File: src/rtl/rri_pkg.sv
package rri_pkg;

  // Register selector values on cfgAddr
  localparam logic ADDR_REFCTL = 1'b0;
  localparam logic ADDR_PERIOD = 1'b1;

  // Bit of the reference control word that enables automatic selection
  localparam int AUTO_BIT = 4;

  // Octet of a control cell that carries the reference link number
  localparam logic [5:0] REF_OCTET_POS = 6'd14;

  // Strobes from the control side to the datapath
  typedef struct packed {
    logic restart;    // clear the running count, no publish
    logic windowEnd;  // publish the count and start a new window
    logic countEn;    // a window is running this cycle
  } winStrb_t;

endpackage

File: src/rtl/rri_ctrl.sv
module rri_ctrl
  import rri_pkg::*;
#(
  parameter int NUM_LINKS = 8,
  parameter int DATA_W    = 16,
  parameter int PERIOD_W  = 16,
  localparam int LINK_W   = $clog2(NUM_LINKS)
) (
  input  logic              clk,
  input  logic              rstN,
  input  logic              cfgWrEn,
  input  logic              cfgAddr,
  input  logic [DATA_W-1:0] cfgWrData,
  input  logic              icpOctetValid,
  input  logic [5:0]        icpOctetNum,
  input  logic [7:0]        icpOctet,
  input  logic              icpCellEnd,
  input  logic              icpCellOk,
  output logic [LINK_W-1:0] refLink,
  output logic              autoMode,
  output winStrb_t          strb
);

  localparam logic [8:0] LINK_LIMIT = 9'(NUM_LINKS);

  logic [LINK_W-1:0]   regLinkQ;
  logic [LINK_W-1:0]   autoLinkQ;
  logic                autoModeQ;
  logic [PERIOD_W-1:0] periodQ;
  logic [PERIOD_W-1:0] tickQ;
  logic [7:0]          capValQ;
  logic                capHasQ;

  logic refWrite;
  logic perWrite;
  logic autoCand;
  logic autoSwitch;
  logic running;

  assign refWrite = cfgWrEn && (cfgAddr == ADDR_REFCTL);
  assign perWrite = cfgWrEn && (cfgAddr == ADDR_PERIOD);

  // A good cell whose octet 14 names a link inside the group
  assign autoCand   = icpCellEnd && icpCellOk && capHasQ &&
                      ({1'b0, capValQ} < LINK_LIMIT);
  assign autoSwitch = autoModeQ && autoCand && !cfgWrEn &&
                      (capValQ[LINK_W-1:0] != autoLinkQ);

  assign running       = (periodQ != '0);
  assign strb.restart  = cfgWrEn || autoSwitch;
  assign strb.countEn  = running && !strb.restart;
  assign strb.windowEnd = strb.countEn && (tickQ == periodQ - 1'b1);

  assign refLink  = autoModeQ ? autoLinkQ : regLinkQ;
  assign autoMode = autoModeQ;

  // Register file
  always_ff @(posedge clk) begin
    if (!rstN) begin
      regLinkQ  <= '0;
      autoLinkQ <= '0;
      autoModeQ <= 1'b0;
      periodQ   <= '0;
    end else begin
      if (refWrite) begin
        regLinkQ  <= cfgWrData[LINK_W-1:0];
        autoLinkQ <= cfgWrData[LINK_W-1:0];
        autoModeQ <= cfgWrData[AUTO_BIT];
      end else if (autoModeQ && autoCand) begin
        autoLinkQ <= capValQ[LINK_W-1:0];
      end
      if (perWrite) begin
        periodQ <= cfgWrData[PERIOD_W-1:0];
      end
    end
  end

  // Octet-14 capture for the cell in flight
  always_ff @(posedge clk) begin
    if (!rstN) begin
      capValQ <= '0;
      capHasQ <= 1'b0;
    end else if (icpCellEnd) begin
      capHasQ <= 1'b0;
    end else if (icpOctetValid && (icpOctetNum == REF_OCTET_POS)) begin
      capValQ <= icpOctet;
      capHasQ <= 1'b1;
    end
  end

  // Window timer
  always_ff @(posedge clk) begin
    if (!rstN) begin
      tickQ <= '0;
    end else if (strb.restart || strb.windowEnd || !running) begin
      tickQ <= '0;
    end else begin
      tickQ <= tickQ + 1'b1;
    end
  end

endmodule

File: src/rtl/rri_datapath.sv
module rri_datapath
  import rri_pkg::*;
#(
  parameter int NUM_LINKS = 8,
  parameter int COUNT_W   = 8,
  localparam int LINK_W   = $clog2(NUM_LINKS)
) (
  input  logic                 clk,
  input  logic                 rstN,
  input  logic [NUM_LINKS-1:0] cellStrobe,
  input  logic [LINK_W-1:0]    refLink,
  input  winStrb_t             strb,
  output logic [COUNT_W-1:0]   rateOut,
  output logic                 rateDone
);

  localparam logic [COUNT_W-1:0] CNT_MAX = '1;

  logic [NUM_LINKS-1:0] hitVec;
  logic                 refHit;
  logic [COUNT_W-1:0]   cntQ;
  logic [COUNT_W-1:0]   cntNext;

  for (genvar i = 0; i < NUM_LINKS; i++) begin : g_sel
    assign hitVec[i] = cellStrobe[i] && (refLink == LINK_W'(i));
  end

  assign refHit  = |hitVec;
  assign cntNext = (refHit && (cntQ != CNT_MAX)) ? cntQ + 1'b1 : cntQ;

  always_ff @(posedge clk) begin
    if (!rstN) begin
      cntQ     <= '0;
      rateOut  <= '0;
      rateDone <= 1'b0;
    end else if (strb.restart) begin
      cntQ     <= '0;
      rateDone <= 1'b0;
    end else if (strb.windowEnd) begin
      rateOut  <= cntNext;
      cntQ     <= '0;
      rateDone <= 1'b1;
    end else begin
      rateDone <= 1'b0;
      if (strb.countEn) begin
        cntQ <= cntNext;
      end
    end
  end

endmodule

File: src/rtl/refrate_integrator.sv
module refrate_integrator
  import rri_pkg::*;
#(
  parameter int NUM_LINKS = 8,
  parameter int COUNT_W   = 8,
  parameter int DATA_W    = 16,
  parameter int PERIOD_W  = 16,
  localparam int LINK_W   = $clog2(NUM_LINKS)
) (
  input  logic                 clk,
  input  logic                 rstN,
  input  logic [NUM_LINKS-1:0] cellStrobe,
  input  logic                 cfgWrEn,
  input  logic                 cfgAddr,
  input  logic [DATA_W-1:0]    cfgWrData,
  input  logic                 icpOctetValid,
  input  logic [5:0]           icpOctetNum,
  input  logic [7:0]           icpOctet,
  input  logic                 icpCellEnd,
  input  logic                 icpCellOk,
  output logic [COUNT_W-1:0]   rateOut,
  output logic                 rateDone
);

  winStrb_t          strb;
  logic [LINK_W-1:0] refLink;
  logic              autoMode;

  rri_ctrl #(
    .NUM_LINKS (NUM_LINKS),
    .DATA_W    (DATA_W),
    .PERIOD_W  (PERIOD_W)
  ) u_ctrl (
    .clk           (clk),
    .rstN          (rstN),
    .cfgWrEn       (cfgWrEn),
    .cfgAddr       (cfgAddr),
    .cfgWrData     (cfgWrData),
    .icpOctetValid (icpOctetValid),
    .icpOctetNum   (icpOctetNum),
    .icpOctet      (icpOctet),
    .icpCellEnd    (icpCellEnd),
    .icpCellOk     (icpCellOk),
    .refLink       (refLink),
    .autoMode      (autoMode),
    .strb          (strb)
  );

  rri_datapath #(
    .NUM_LINKS (NUM_LINKS),
    .COUNT_W   (COUNT_W)
  ) u_dp (
    .clk        (clk),
    .rstN       (rstN),
    .cellStrobe (cellStrobe),
    .refLink    (refLink),
    .strb       (strb),
    .rateOut    (rateOut),
    .rateDone   (rateDone)
  );

endmodule

File: config.mk
export PLATFORM = sky130hd
export DESIGN_NAME = refrate_integrator
export DESIGN_NICKNAME = d
export VERILOG_FILES = /design/src/rtl/rri_pkg.sv /design/src/rtl/rri_ctrl.sv /design/src/rtl/rri_datapath.sv /design/src/rtl/refrate_integrator.sv
export SDC_FILE = /design/constraint.sdc
export NUM_CORES = 1
export LEC_CHECK = 0
export BUFFER_PORTS_ARGS = -buffer_cell sky130_fd_sc_hd__clkbuf_2
export CORE_MARGIN = 2
export CORE_UTILIZATION = 60
export CTS_BUF_LIST = sky130_fd_sc_hd__clkbuf_16
export CTS_CLUSTER_SIZE = 8
export DETAILED_ROUTE_END_ITERATION = 12
export GPL_ROUTABILITY_DRIVEN = 0
export GPL_TIMING_DRIVEN = 0
export HOLD_SLACK_MARGIN = 0.12
export PLACE_DENSITY = 0.94
export SYNTH_ARGS = -nofsm -noshare
export SYNTH_HDL_FRONTEND = slang
export SYNTH_SLANG_ARGS = --single-unit
export TNS_END_PERCENT = 30
File: constraint.sdc
create_clock -name clk -period 5.66 [get_ports clk]
set_input_delay 0.566 -clock clk [delete_from_list [all_inputs] [get_ports clk]]
set_output_delay 0.566 -clock clk [all_outputs]
set_load 0.01 [all_outputs]
==> results of run 1 <==
area by class of cell:
class                   instances  area, um^2
repair buffers                 53       265.3
plain buffers                  18       87.58
clock inverters                 7       87.58
well taps                      72       90.09
fillers                       416        1410
inverters                       7       26.28
clock buffers                   9       225.2
flip-flops and latches         65        1301
multi-input cells             315        2115
worst max-delay path: cells and delay by family, from the launching register on:
| family | cells | cell delay, ns |
|---|---|---|
| compound gates | 2 | 0.74 |
| simple gates | 5 | 1.72 |
| flops | 1 | 0.37 |
| buf+inv | 3 | 0.38 |
| fa+ha+maj | 1 | 0.21 |
Yosys cell counts (all sizes together), types with 4 or more instances:
| master | n | share of area (%) |
|---|---|---|
| nand2 | 49 | 5.2 |
| and3 | 8 | 1.4 |
| buf | 4 | 0.99 |
| clkbuf | 14 | 1.5 |
| xnor2 | 30 | 7.4 |
| nor3b | 7 | 1.5 |
| a21oi | 9 | 1.3 |
| o21ai | 11 | 1.6 |
| nor2b | 14 | 2.5 |
| xor2 | 19 | 4.7 |
| mux2i | 20 | 5.7 |
| or4 | 6 | 1.4 |
| nand4 | 4 | 0.71 |
| o31ai | 4 | 0.85 |
| dfxtp | 65 | 37 |
| nor3 | 12 | 1.7 |
| inv | 7 | 0.74 |
| nand2b | 4 | 0.71 |
| nand3 | 12 | 1.7 |
| nor2 | 38 | 4.0 |
| a21boi | 16 | 3.4 |
per-layer routing:
| metal | vias to the layer above | routed length [um] | track usage [%] |
|---|---|---|---|
| li1 | 1540 | - | - |
| met1 | 1508 | 3534 | 34.34 |
| met2 | 145 | 4250 | 49.33 |
| met3 | 26 | 626 | 4.719 |
| met4 | 0 | 287 | 16.44 |
| met5 | - | 0 | 0 |
worst paths after layout:
path	startpoint	slack (ns)	cells after the start	endpoint
worst min register to register	u_ctrl.periodQ[15]	0.50	2	u_ctrl.periodQ[15]
worst max-delay path	u_ctrl.periodQ[0]	2.11	11	u_ctrl.tickQ[13]
worst min-delay path	icpCellEnd	0.44	2	u_ctrl.capHasQ
worst max register to register	u_ctrl.periodQ[0]	2.11	11	u_ctrl.tickQ[13]
cell usage in the layout, fill, tap and decap left out, types with 11 or more instances in the layout:
| master | Yosys | routed |
|---|---|---|
| sky130_fd_sc_hd__clkbuf_1 | 14 | 14 |
| sky130_fd_sc_hd__a21boi_0 | 16 | 16 |
| sky130_fd_sc_hd__nor2b_1 | 14 | 14 |
| sky130_fd_sc_hd__nand3_1 | 12 | 12 |
| sky130_fd_sc_hd__nand2_1 | 49 | 49 |
| sky130_fd_sc_hd__dfxtp_1 | 65 | 65 |
| sky130_fd_sc_hd__nor3_1 | 12 | 12 |
| sky130_fd_sc_hd__xnor2_1 | 30 | 30 |
| sky130_fd_sc_hd__clkbuf_2 | 0 | 53 |
| sky130_fd_sc_hd__o21ai_0 | 11 | 11 |
| sky130_fd_sc_hd__xor2_1 | 19 | 19 |
| sky130_fd_sc_hd__mux2i_1 | 20 | 20 |
| sky130_fd_sc_hd__nor2_1 | 38 | 38 |
logic make-up (layout without fill, tap and decap cells):
group | Yosys count | after routing | share of synthesized area, %
XOR/XNOR | 50 | 50 | 12.80
flip-flops | 65 | 65 | 36.87
adder cells (fa/ha/maj) | 3 | 3 | 1.064
buffers and inverters | 25 | 94 | 3.226
AND/OR/NAND/NOR | 184 | 184 | 28.25
multiplexers | 23 | 23 | 6.629
AO/OA/AOI/OAI | 55 | 55 | 11.17
state kept, by name, summed over array words and instances (netlist names):
| name | cells |
|---|---|
| u_dp.cntQ | 8 |
| u_dp.rateOut | 8 |
| u_ctrl.capHasQ | 1 |
| u_ctrl.autoLinkQ | 3 |
| u_ctrl.tickQ | 16 |
| u_ctrl.capValQ | 8 |
| u_ctrl.regLinkQ | 3 |
| u_dp.rateDone | 1 |
| u_ctrl.periodQ | 16 |
| u_ctrl.autoMode | 1 |
per-stage QoR:
| step | power [mW] | utilization, % |
|---|---|---|
| after detailed placement | 0.6243 | 69.28 |
| after CTS | 1.201 | 74.86 |
| after global routing | 1.236 | 74.86 |
| after floorplan | 0.5817 | - |
| after global placement | 0.6173 | 69.28 |
| final | 1.204 | 74.86 |
power by group through the flow:
stage / Sequential [mW] / Clock (mW) / Combinational [mW]
after detailed placement: 0.492 / 0 / 0.132
final: 0.483 / 0.583 / 0.138
after floorplan: 0.488 / 0 / 0.0940
after global placement: 0.491 / 0 / 0.126
after global routing: 0.485 / 0.601 / 0.150
after CTS: 0.483 / 0.583 / 0.135
==> summary by stage, run 1 <==
Run status
The run finished with clean final reports.

Clocking
The post-cts sizing count is 0. For this design, the sink count on the clock tree is between 60 and 70. TritonCTS built the clock tree. The number of buffers inserted for hold repair after clock tree synthesis is 0. The later-pin clock latency in the skew report is 0.33 ns.

The post-CTS setup-driven buffer insertion count is 0. The buffer type at the clock tree root is sky130_fd_sc_hd__clkbuf_16. The clock input transition at the sequential cells of the worst setup and hold paths is 0.05 ns. The number of buffers between clock root and the deepest sink is 2. The maximum level of the CTS H-tree is 3. TritonCTS created 9 clock buffers.

Run
The number of max-cap violations is 0.

STA
At the pin with the least slew margin, the transition time is between 0.7 and 0.8 ns. The final hold slack is 0.4366 ns. The minimum clock period after layout is 3.546 ns.

The final max-slew violation count is 0. The headroom to the max-slew limit is 52.08%. Adding up every negative setup slack in the final design gives 0 ns.

The number of hold-slack violations in the final timing report came to 0. Between clock sinks in the finished design, the worst skew comes to a little over 0.006 ns. Setup repair after global routing left no endpoint under its margin. The least setup slack across all paths after layout is 2.114 ns. The maximum achievable frequency is between 200 and 300 MHz. The share of the cycle needed by the critical path after routing is 62.66%. Setup violations remaining at the end of the flow were counted as 0.

Cells and area
The repair_antennas step left the layout with diodes totalling 0. The number of nets at the end of the flow is 517. Once layout is complete, the cells apart from fillers number 546.

Once layout is done, the placed cells without fillers occupy between 4000 and 5000 um^2. The post-route netlist has 17.09% of its cells at a drive strength greater than 1. The area added between synthesis and finish is 18.93%.

Place
Counting tap cells, the placed design contains a total of 530 instances. The number of I/O port buffers is 53. In this run the cell area measured after placement is roughly 3900 um^2.

Detailed placement finished with a half-perimeter wire length of 6.089 mm. At the placement stage, the worst setup path has a slack of 2.238 ns.

Critical path
The worst setup path is launched from a register. Traced cell by cell, the critical path runs through inv_1, ha_1, or4b_1, nor4_2, o2111ai_1, or3_1, a2111oi_4, or3b_1, buf_4, buf_6, nor2_1. The maximum fanout along the worst path is 10. For this run, the slowest stage of the critical path takes roughly 0.57 ns. The required time at the worst-slack endpoint is just under 6 ns. The worst setup path is captured at a register. The start-to-end type of the worst setup path is reg -> reg.

The cell type of the slowest stage on the worst timing path is sky130_fd_sc_hd__or4b_1. The data arrival time of the critical path is 3.77 ns.

GRT
The initial antenna violation count is 0. Entering global routing, the biggest net connects 12 pins. The total grt overflow is 0. The first-pass GRT wire length is 14.26 mm. In the global route stage, overall resource usage came out at 28.89%. The number of global-route vias before repair is 3,107.

Floorplanning
In this run the standard cell core region covers 5608 um^2. The area of the die is 6512 um^2. Row generation in the floorplan step produced 27 rows. Measured along the x axis, the die boundary spans around 81 um. The initial cell density of the core is 62.94%.

Measured along the y axis, the die boundary spans between 80 and 90 um. The count of boundary I/O pins is 54.

Detailed routing
The count of unresolved DRC violations after routing is 0. The overall via count from detail_route is around 3,200. After detailed routing, the total wire length is a little under 9 mm. In the final routed layout, each cell accounts on average for 15.93 um. For this block, the initial DRC count from the detailed router was 219. The via count normalized by instance count is 5.896. The number of optimization iterations in the first detailed-route pass is 5. The count of nets left with antenna violations after detail routing is 0.

Synth
The total of flip-flops plus latches after synthesis is 65. The number of enable flip-flop cells after synthesis is 0. Dividing the synthesized area by the synthesized cell count gives 8.715 um^2. Synthesis instantiated 53 different standard cells from the library. The post-synthesis sequential area ratio is 36.87%. The async set-or-reset flop fraction in the synthesized netlist is 0%. The synthesized net count is 453.

During synthesis, Yosys emitted a total of 0 warnings. The gate count after technology mapping is 405. The dominant synthesized flop cell is sky130_fd_sc_hd__dfxtp_1. The cell area after synthesis is around 3500 um^2.

Power
For this design the static power due to leakage is approximately 1.7 nW. The power density normalized to cell area is 286.8 nW/um^2. The net switching share of the total power is approximately a quarter. Summed over all nets, the switching power comes to 293.1 uW.

The internal power summed over all cells is 910.8 uW. The share of total power in sequential cells is 40.1%. Of the total power, combinational logic draws 11.4%. The clock group share of total power is between 40% and 50%.

IR analysis of the VDD net gives a maximum drop of 0.0002115 V.

Hold path
In this run the worst hold path is classified as in -> reg.
Power figures use the tool's default switching activity.
==> inputs of run 2 (changes only) <==
--- a/config.mk
+++ b/config.mk
@@ -7,14 +7,14 @@
 export LEC_CHECK = 0
 export BUFFER_PORTS_ARGS = -buffer_cell sky130_fd_sc_hd__clkbuf_2
 export CORE_MARGIN = 2
-export CORE_UTILIZATION = 60
+export CORE_UTILIZATION = 51
 export CTS_BUF_LIST = sky130_fd_sc_hd__clkbuf_16
 export CTS_CLUSTER_SIZE = 8
 export DETAILED_ROUTE_END_ITERATION = 12
 export GPL_ROUTABILITY_DRIVEN = 0
 export GPL_TIMING_DRIVEN = 0
 export HOLD_SLACK_MARGIN = 0.12
-export PLACE_DENSITY = 0.94
+export PLACE_DENSITY = 0.86
 export SYNTH_ARGS = -nofsm -noshare
 export SYNTH_HDL_FRONTEND = slang
 export SYNTH_SLANG_ARGS = --single-unit
==> constraint.sdc (replaced) <==
create_clock -name clk -period 3 [get_ports clk]
set_input_delay 0.3 -clock clk [delete_from_list [all_inputs] [get_ports clk]]
set_output_delay 0.3 -clock clk [all_outputs]
set_load 0.01 [all_outputs]
==> run 2 against run 1 <==
- clock power up 78%
- register-to-register slack worse by 2.1 ns
- clock skew up 0.0018 ns
- die area up 17%
- combinational power up 110%
- global-route usage down 6.2 points
- critical path type unchanged
- critical endpoint unchanged
==> summary by stage, run 2 (synthesis gave the netlist of run 1 again) <==
Clocking
The total clock buffers created by CTS came to 9 (unchanged). The buffer type at the clock tree root is sky130_fd_sc_hd__clkbuf_16. The number of buffers inserted for hold repair after clock tree synthesis is 0 (unchanged). The number of buffers between clock root and the deepest sink is 2 (unchanged). The clock input transition at the sequential cells of the worst setup and hold paths was 0.05 ns (about the same). The maximum level of the CTS H-tree is 3 (unchanged). The count of clock tree sinks is 65 (unchanged). The later-pin clock latency in the skew report is 0.34 ns (about the same). TritonCTS built the clock tree.

Power
The logic gate share of total power is 12.8% (+1.4 points). The leakage power of the design is 1.721 nW (+3.1%). The net switching share of the total power is 25.72% (+1.4 points).

The worst voltage drop across the vdd grid is 0.0003027 V (+43%). The power density normalized to cell area is 511.7 nW/um^2 (+78%). The net load switching power is 575.0 uW (+96%). The clock group share of total power is 46.4% (-2.1 points). The total power consumption of the routed design is 2.236 mW (+86%). The internal power summed over all cells is 1.661 mW (+82%). The share of total power in sequential cells was 40.8% (+0.7 points).

STA
The share of the cycle needed by the critical path after routing came to 99.90% (+37 points). The setup-violating endpoint count in the final report is 0 (unchanged). The number of hold-slack violations in the final timing report is 0 (unchanged). Setup repair after global routing could not meet its margin everywhere.

The total negative setup slack is 0 ns (unchanged). The final max-slew violation count is 0 (unchanged). The headroom to the max-slew limit came to 52.13% (+0.055 points).

The final hold slack came to 0.1646 ns (-0.2720 ns). The minimum clock period after layout is 2.997 ns (-0.5494 ns). The least setup slack across all paths after layout is 0.003104 ns (-2.111 ns). The transition time at the pin with the least slew margin is 0.7149 ns (-0.0008254 ns).

The maximum achievable frequency is 333.7 MHz (+18%). The final clock skew is 0.007994 ns (+0.001805 ns).

Detailed routing
The via count normalized by instance count is 5.576 (-5.4%). The final routed wirelength across all metal layers is 8.407 mm (-3.3%). The overall via count from detail_route is 3,128 (-2.8%).

The average wire length per cell after detail routing came to 14.99 um (-5.9%). The count of nets left with antenna violations after detail routing was 0 (unchanged). The number of optimization iterations in the first detailed-route pass is 4 (-1). The count of unresolved DRC violations after routing is 0 (unchanged). The count of routing violations after the opening detailed-route iteration is 132 (-40%).

Cells and area
The final instance area is 4369 um^2 (+4.1%). The count of inserted antenna diode cells is 0 (unchanged). The leading cell type in the layout, fill and taps excluded is sky130_fd_sc_hd__dfxtp_1. The non-filler instance count after layout is 561 (+2.7%). The number of nets at the end of the flow is 524 (+1.4%).

Leaving out fill and tap cells, the most frequent cells in the layout are sky130_fd_sc_hd__dfxtp_1 (63), sky130_fd_sc_hd__clkbuf_2 (53), sky130_fd_sc_hd__nand2_1 (49), sky130_fd_sc_hd__nor2_1 (31), sky130_fd_sc_hd__xnor2_1 (30). The share of cells above drive strength 1 is 22.25% (+5.2 points). The post-route core utilization was 64.67% (-10 points). In the final layout, the registers with the most flip-flops are u_ctrl.periodQ (16), u_ctrl.tickQ (16).

From synthesis to final layout, the design area changed by 23.79%. The fill cell total of the finished layout was 529 (+27%).

GRT
The pin count of the biggest net entering global routing is 13 (+1). The total grt overflow was 0 (unchanged). The global-route usage over all layers is 22.73% (-6.2 points). The number of global-route vias before repair is 3,091 (-0.51%).

The initial antenna violation count is 0 (unchanged). The first-pass GRT wire length is 13.56 mm (-4.9%).

Critical path
The required time at the worst-slack endpoint came to 3.22 ns (-2.66 ns). The kind of end point of the critical path is a register. Walking the worst path, the cells encountered are or4_1, or4_1, xnor2_1, or3_4, a2111oi_4, or3b_4, buf_8, buf_8, nor2_2. The total buffers and inverters traversed by the critical path is 2 (-1).

The cell type of the slowest stage on the worst timing path is sky130_fd_sc_hd__or4_1. The maximum fanout along the worst path came to 5 (-5). The largest incremental delay on the critical path was 0.58 ns (about the same).

The cell type group with the largest total delay on the critical path is simple AND/OR/NAND/NOR gates. The sort of element at the start of the critical path is a register. The data arrival time of the critical path is 3.22 ns (-0.55 ns).

The critical path in this run is classified as reg -> reg.

Floorplanning
The site row count is 30 (+11%). The die width is 87.19 um (+8.0%). The area of the core region is 6756 um^2 (+20%).

The count of boundary I/O pins is 54 (unchanged). The chip height is 87.19 um (+8.0%). The area of the die was 7602 um^2 (+17%).

The initial cell density of the core is 52.24% (-11 points).

Place
The area of placed instances is 3895 um^2 (+0.26%). The cell count after placement is 538 (+1.5%). The number of I/O port buffers is 53 (unchanged). The total half-perimeter wirelength after legalization and detailed placement is 6.062 mm (-0.45%).

The setup slack after placement is -0.3647 ns (-2.603 ns).

Run
The number of max-cap violations is 0 (unchanged).

Hold path
The classification of the worst-slack hold path is in -> reg.

Run status
The flow ran to the end, and the final reports show no timing, DRC or antenna violations.
run 2: final timing paths:
check                     from  slack (ns)                 to  cells after the start
max          u_ctrl.periodQ[0]       0.003   u_ctrl.tickQ[13]                      9
min reg2reg  u_ctrl.periodQ[1]        0.51  u_ctrl.periodQ[1]                      2
min                 icpCellEnd        0.16     u_ctrl.capHasQ                      2
max reg2reg  u_ctrl.periodQ[0]       0.003   u_ctrl.tickQ[13]                      9
run 2: area by class of cell:
cell class              count  area (um^2)  area share [%]
well taps                  80        100.1           2.291
repair buffers             60        347.8           7.961
clock buffers               9        225.2           5.155
clock inverters             7        70.07           1.604
flip-flops and latches     65         1306           29.90
plain buffers              18        101.3           2.320
multi-input cells         315         2192           50.17
inverters                   7        26.28          0.6014
run 2: worst register-to-register path: cells and delay by family, from the launching register on:
kind                   cells  cell delay (ns)
buffers and inverters      2             0.26
AND/OR/NAND/NOR            5             1.72
XOR/XNOR                   1             0.17
AO/OA/AOI/OAI              1             0.39
flip-flops                 1             0.36
run 2: what timing repair did:
action,in CTS,in global routing
pin swaps,3,15
resized for setup,6,23
gates cloned,0,1
setup endpoints to repair,32,32
setup buffers,2,5
run 2: layer usage:
layer,vias to the layer above,GRT usage [%],wire (um)
met1,1486,27.83,3751
met4,0,11.89,218
li1,1556,-,-
met2,69,38.03,4072
met5,-,0,0
met3,17,4.076,364
run 2: power groups by stage:
stage               clock network (mW)  logic [mW]  registers, mW
finish                            1.04       0.287          0.912
floorplan                            0       0.177          0.920
detailed placement                   0       0.251          0.928
global placement                     0       0.240          0.926
CTS                               1.05       0.260          0.911
global route                      1.08       0.314          0.915
==> inputs of run 3 (changes only) <==
--- a/config.mk
+++ b/config.mk
@@ -12,9 +12,10 @@
 export CTS_CLUSTER_SIZE = 8
 export DETAILED_ROUTE_END_ITERATION = 12
 export GPL_ROUTABILITY_DRIVEN = 0
-export GPL_TIMING_DRIVEN = 0
+export GPL_TIMING_DRIVEN = 1
 export HOLD_SLACK_MARGIN = 0.12
 export PLACE_DENSITY = 0.86
+export REMOVE_ABC_BUFFERS = 1
 export SYNTH_ARGS = -nofsm -noshare
 export SYNTH_HDL_FRONTEND = slang
 export SYNTH_SLANG_ARGS = --single-unit
==> constraint.sdc (replaced) <==
create_clock -name clk -period 3 [get_ports clk]
set_input_delay 0.15 -clock clk [delete_from_list [all_inputs] [get_ports clk]]
set_output_delay 0.15 -clock clk [all_outputs]
set_load 0.01 [all_outputs]
==> run 3 against run 2 <==
- wire length rose by 7.3%
- global-route usage rose by 1.5 points
- sequential share of layout area fell by 1.1 points
- clock skew rose by 0.00053 ns
- core utilization rose by 2.4 points
- setup slack improved by 0.030 ns
- register-to-register slack improved by 0.03 ns
- combinational power rose by 5%
- critical path depth rose by 1
- power rose by 0.26%
- non-clock buffer count rose by 12
- first-iteration DRC count rose by 64%
- largest cell class unchanged
- largest power group unchanged
- highest routed layer unchanged
==> summary by stage, run 3 (synthesis gave the netlist of run 1 again) <==
Run
The number of max-cap violations is 0 (unchanged).

STA
The least setup slack across all paths after layout is 0.03263 ns (+0.02952 ns). The total negative setup slack is 0 ns (unchanged). The maximum achievable frequency is 337.0 MHz (+0.99%). The minimum clock period after layout is 2.967 ns (-0.02952 ns). The headroom to the max-slew limit is 50.08% (-2.1 points). Setup repair after global routing could not meet its margin everywhere. The final max-slew violation count came to 0 (unchanged). The final clock skew came to 0.008520 ns (+0.0005265 ns). The share of the cycle needed by the critical path after routing was 98.91% (-0.98 points). The setup-violating endpoint count in the final report is 0 (unchanged). The transition time at the pin with the least slew margin came to 0.7488 ns (+0.03394 ns). The number of hold-slack violations in the final timing report is 0 (unchanged). The final hold slack is 0.1592 ns (-0.005345 ns).

Detailed routing
The via count normalized by instance count is 5.672 (+1.7%). The count of unresolved DRC violations after routing is 0 (unchanged). The overall via count from detail_route is 3,250 (+3.9%). The final routed wirelength across all metal layers is 9.018 mm (+7.3%). The number of optimization iterations in the first detailed-route pass was 4 (unchanged). The count of routing violations after the opening detailed-route iteration is 216 (+64%). The average wire length per cell after detail routing is 15.74 um (+5.0%). The count of nets left with antenna violations after detail routing was 0 (unchanged).

GRT
The pin count of the biggest net entering global routing was 44 (+31). The first-pass GRT wire length is 14.22 mm (+4.9%). The initial antenna violation count is 0 (unchanged). The total grt overflow is 0 (unchanged).

The global-route usage over all layers is 24.20% (+1.5 points). The number of global-route vias before repair is 3,150 (+1.9%).

Clocking
The count of clock tree sinks is 65 (unchanged). The maximum level of the CTS H-tree is 3 (unchanged). The buffer type at the clock tree root is sky130_fd_sc_hd__clkbuf_16.

The clock input transition at the sequential cells of the worst setup and hold paths is 0.06 ns (about the same). The later-pin clock latency in the skew report came to 0.34 ns (about the same). The total clock buffers created by CTS is 9 (unchanged). The TritonCTS clock tree is built. The number of buffers between clock root and the deepest sink is 2 (unchanged).

Floorplanning
The die width is 87.19 um (unchanged). The site row count is 30 (unchanged). The initial cell density of the core was 52.24% (unchanged).

The chip height is 87.19 um (unchanged). The area of the die is 7602 um^2 (unchanged). The area of the core region is 6756 um^2 (unchanged).

The count of boundary I/O pins came to 54 (unchanged).

Hold path
The min-delay analysis places its worst path in the category in -> reg. In this run the most critical hold path is launched from icpOctetNum[5].

Cells and area
The non-filler instance count after layout is 573 (+2.1%). The fill cell total of the finished layout came to 518 (-2.1%). The area of all sequential standard cells is 1304 um^2 (-0.19%). The largest registers in the layout are u_ctrl.periodQ (16), u_ctrl.tickQ (16). The count of inserted antenna diode cells came to 0 (unchanged). The share of cells above drive strength 1 is 20.69% (-1.6 points). The number of nets at the end of the flow came to 536 (+2.3%).

The leading cell type in the layout, fill and taps excluded is sky130_fd_sc_hd__dfxtp_1. The area occupied by multi-input gates is 2181 um^2 (-0.51%). The post-route core utilization is 67.04% (+2.4 points). The final instance area was 4529 um^2 (+3.7%). The library cells used most frequently in the layout, excluding fill and tap cells, are sky130_fd_sc_hd__dfxtp_1 (63), sky130_fd_sc_hd__clkbuf_2 (53), sky130_fd_sc_hd__nand2_1 (49), sky130_fd_sc_hd__nor2_1 (38), sky130_fd_sc_hd__xnor2_1 (30). The area added between synthesis and finish is 28.32%.

Critical path
The data arrival time of the critical path is 3.23 ns (about the same). The worst register-to-register path begins at u_ctrl.periodQ[0]. The kind of end point of the critical path is a register. The maximum fanout along the worst path is 6 (+1). The cell type of the slowest stage on the worst timing path is sky130_fd_sc_hd__or4b_4. The largest incremental delay on the critical path is 0.50 ns (-0.08 ns). The sort of element at the start of the critical path is a register.

The worst setup path is of the reg -> reg kind. The required time at the worst-slack endpoint is 3.26 ns (+0.04 ns). Traced cell by cell, the critical path runs through inv_2, ha_4, or4b_4, nor4_4, o2111ai_2, or3_4, a2111oi_4, buf_4, o21ai_0, a21oi_1. The startpoint of the most critical setup path is u_ctrl.periodQ[0].

Place
The cell count after placement is 526 (-2.2%). The total half-perimeter wirelength after legalization and detailed placement is 5.690 mm (-6.1%). The number of I/O port buffers is 53 (unchanged). The area of placed instances is 3871 um^2 (-0.61%). The setup slack after placement is -0.03565 ns (+0.3291 ns).

Power
The total power consumption of the routed design came to 2.242 mW (+0.26%). The leakage power of the design is 1.796 nW (+4.4%). The internal power summed over all cells is 1.673 mW (+0.71%). The share of total power in sequential cells is 40.8% (about the same). The clock group share of total power was 45.8% (-0.6 points). The net load switching power is 569.0 uW (-1.0%).

The logic gate share of total power was 13.4% (+0.6 points). The power density normalized to cell area is 494.9 nW/um^2 (-3.3%). The worst voltage drop across the vdd grid is 0.0003617 V (+20%). The net switching share of the total power is 25.38% (-0.33 points).

Run status
The run finished with clean final reports.
-- run 3: cell types whose count changed in the layout (fill, tap and decap cells not counted), moves of 2 or more --
| cell | delta |
|---|---|
| sky130_fd_sc_hd__buf_4 | +4 |
| sky130_fd_sc_hd__buf_8 | -2 |
| sky130_fd_sc_hd__clkbuf_1 | -14 |
| sky130_fd_sc_hd__clkinvlp_4 | +2 |
| sky130_fd_sc_hd__dlygate4sd3_1 | +25 |
| sky130_fd_sc_hd__nor2_1 | +7 |
| sky130_fd_sc_hd__nor2_2 | -4 |
| sky130_fd_sc_hd__nor2_4 | -3 |
-- run 3: cell type report --
type	instances	area share, %
flip-flops and latches	65	28.78
multi-input cells	315	48.15
inverters	7	0.5801
clock buffers	9	4.972
well taps	80	2.210
repair buffers	90	13.73
clock inverters	7	1.575
-- run 3: power groups by stage --
stage               Combinational, mW  Clock [mW]  Sequential (mW)
CTS                             0.277        1.05            0.911
floorplan                       0.162           0            0.922
finish                          0.300        1.03            0.914
global route                    0.327        1.09            0.916
detailed placement              0.247           0            0.930
global placement                0.240           0            0.928
-- run 3: layer usage --
| layer | track usage [%] | vias to the layer above | part of all wire (%) |
|---|---|---|---|
| met5 | 0 | - | 0 |
| met4 | 13.85 | 0 | 3.0 |
| met3 | 7.014 | 29 | 5.5 |
| met2 | 39.63 | 135 | 50 |
| met1 | 28.19 | 1511 | 42 |
| li1 | - | 1575 | - |
-- run 3: repair_timing --
action | CTS | global route
endpoints found under the setup margin | 6 | 32
gates cloned | 0 | 1
hold endpoints to repair | 27 | 0
buffers inserted | 0 | 5
gates resized for setup | 3 | 13
hold buffers | 25 | 0
pin swaps | 0 | 2
-- run 3: final timing paths --
check	end	cells after the start	slack (ns)
max	u_dp.rateOut[2]	10	0.03
min	u_ctrl.capHasQ	4	0.16
max reg2reg	u_dp.rateOut[2]	10	0.03
min reg2reg	u_ctrl.periodQ[1]	2	0.50
-- run 3: worst max-delay path: cells and delay by family (launching register included) --
kind / cells / cell delay [ns]
and+or+nand+nor: 3 / 1.25
adders and majority gates: 1 / 0.15
DFF: 1 / 0.35
buffers and inverters: 2 / 0.32
AOI/OAI and AO/OA: 4 / 0.82
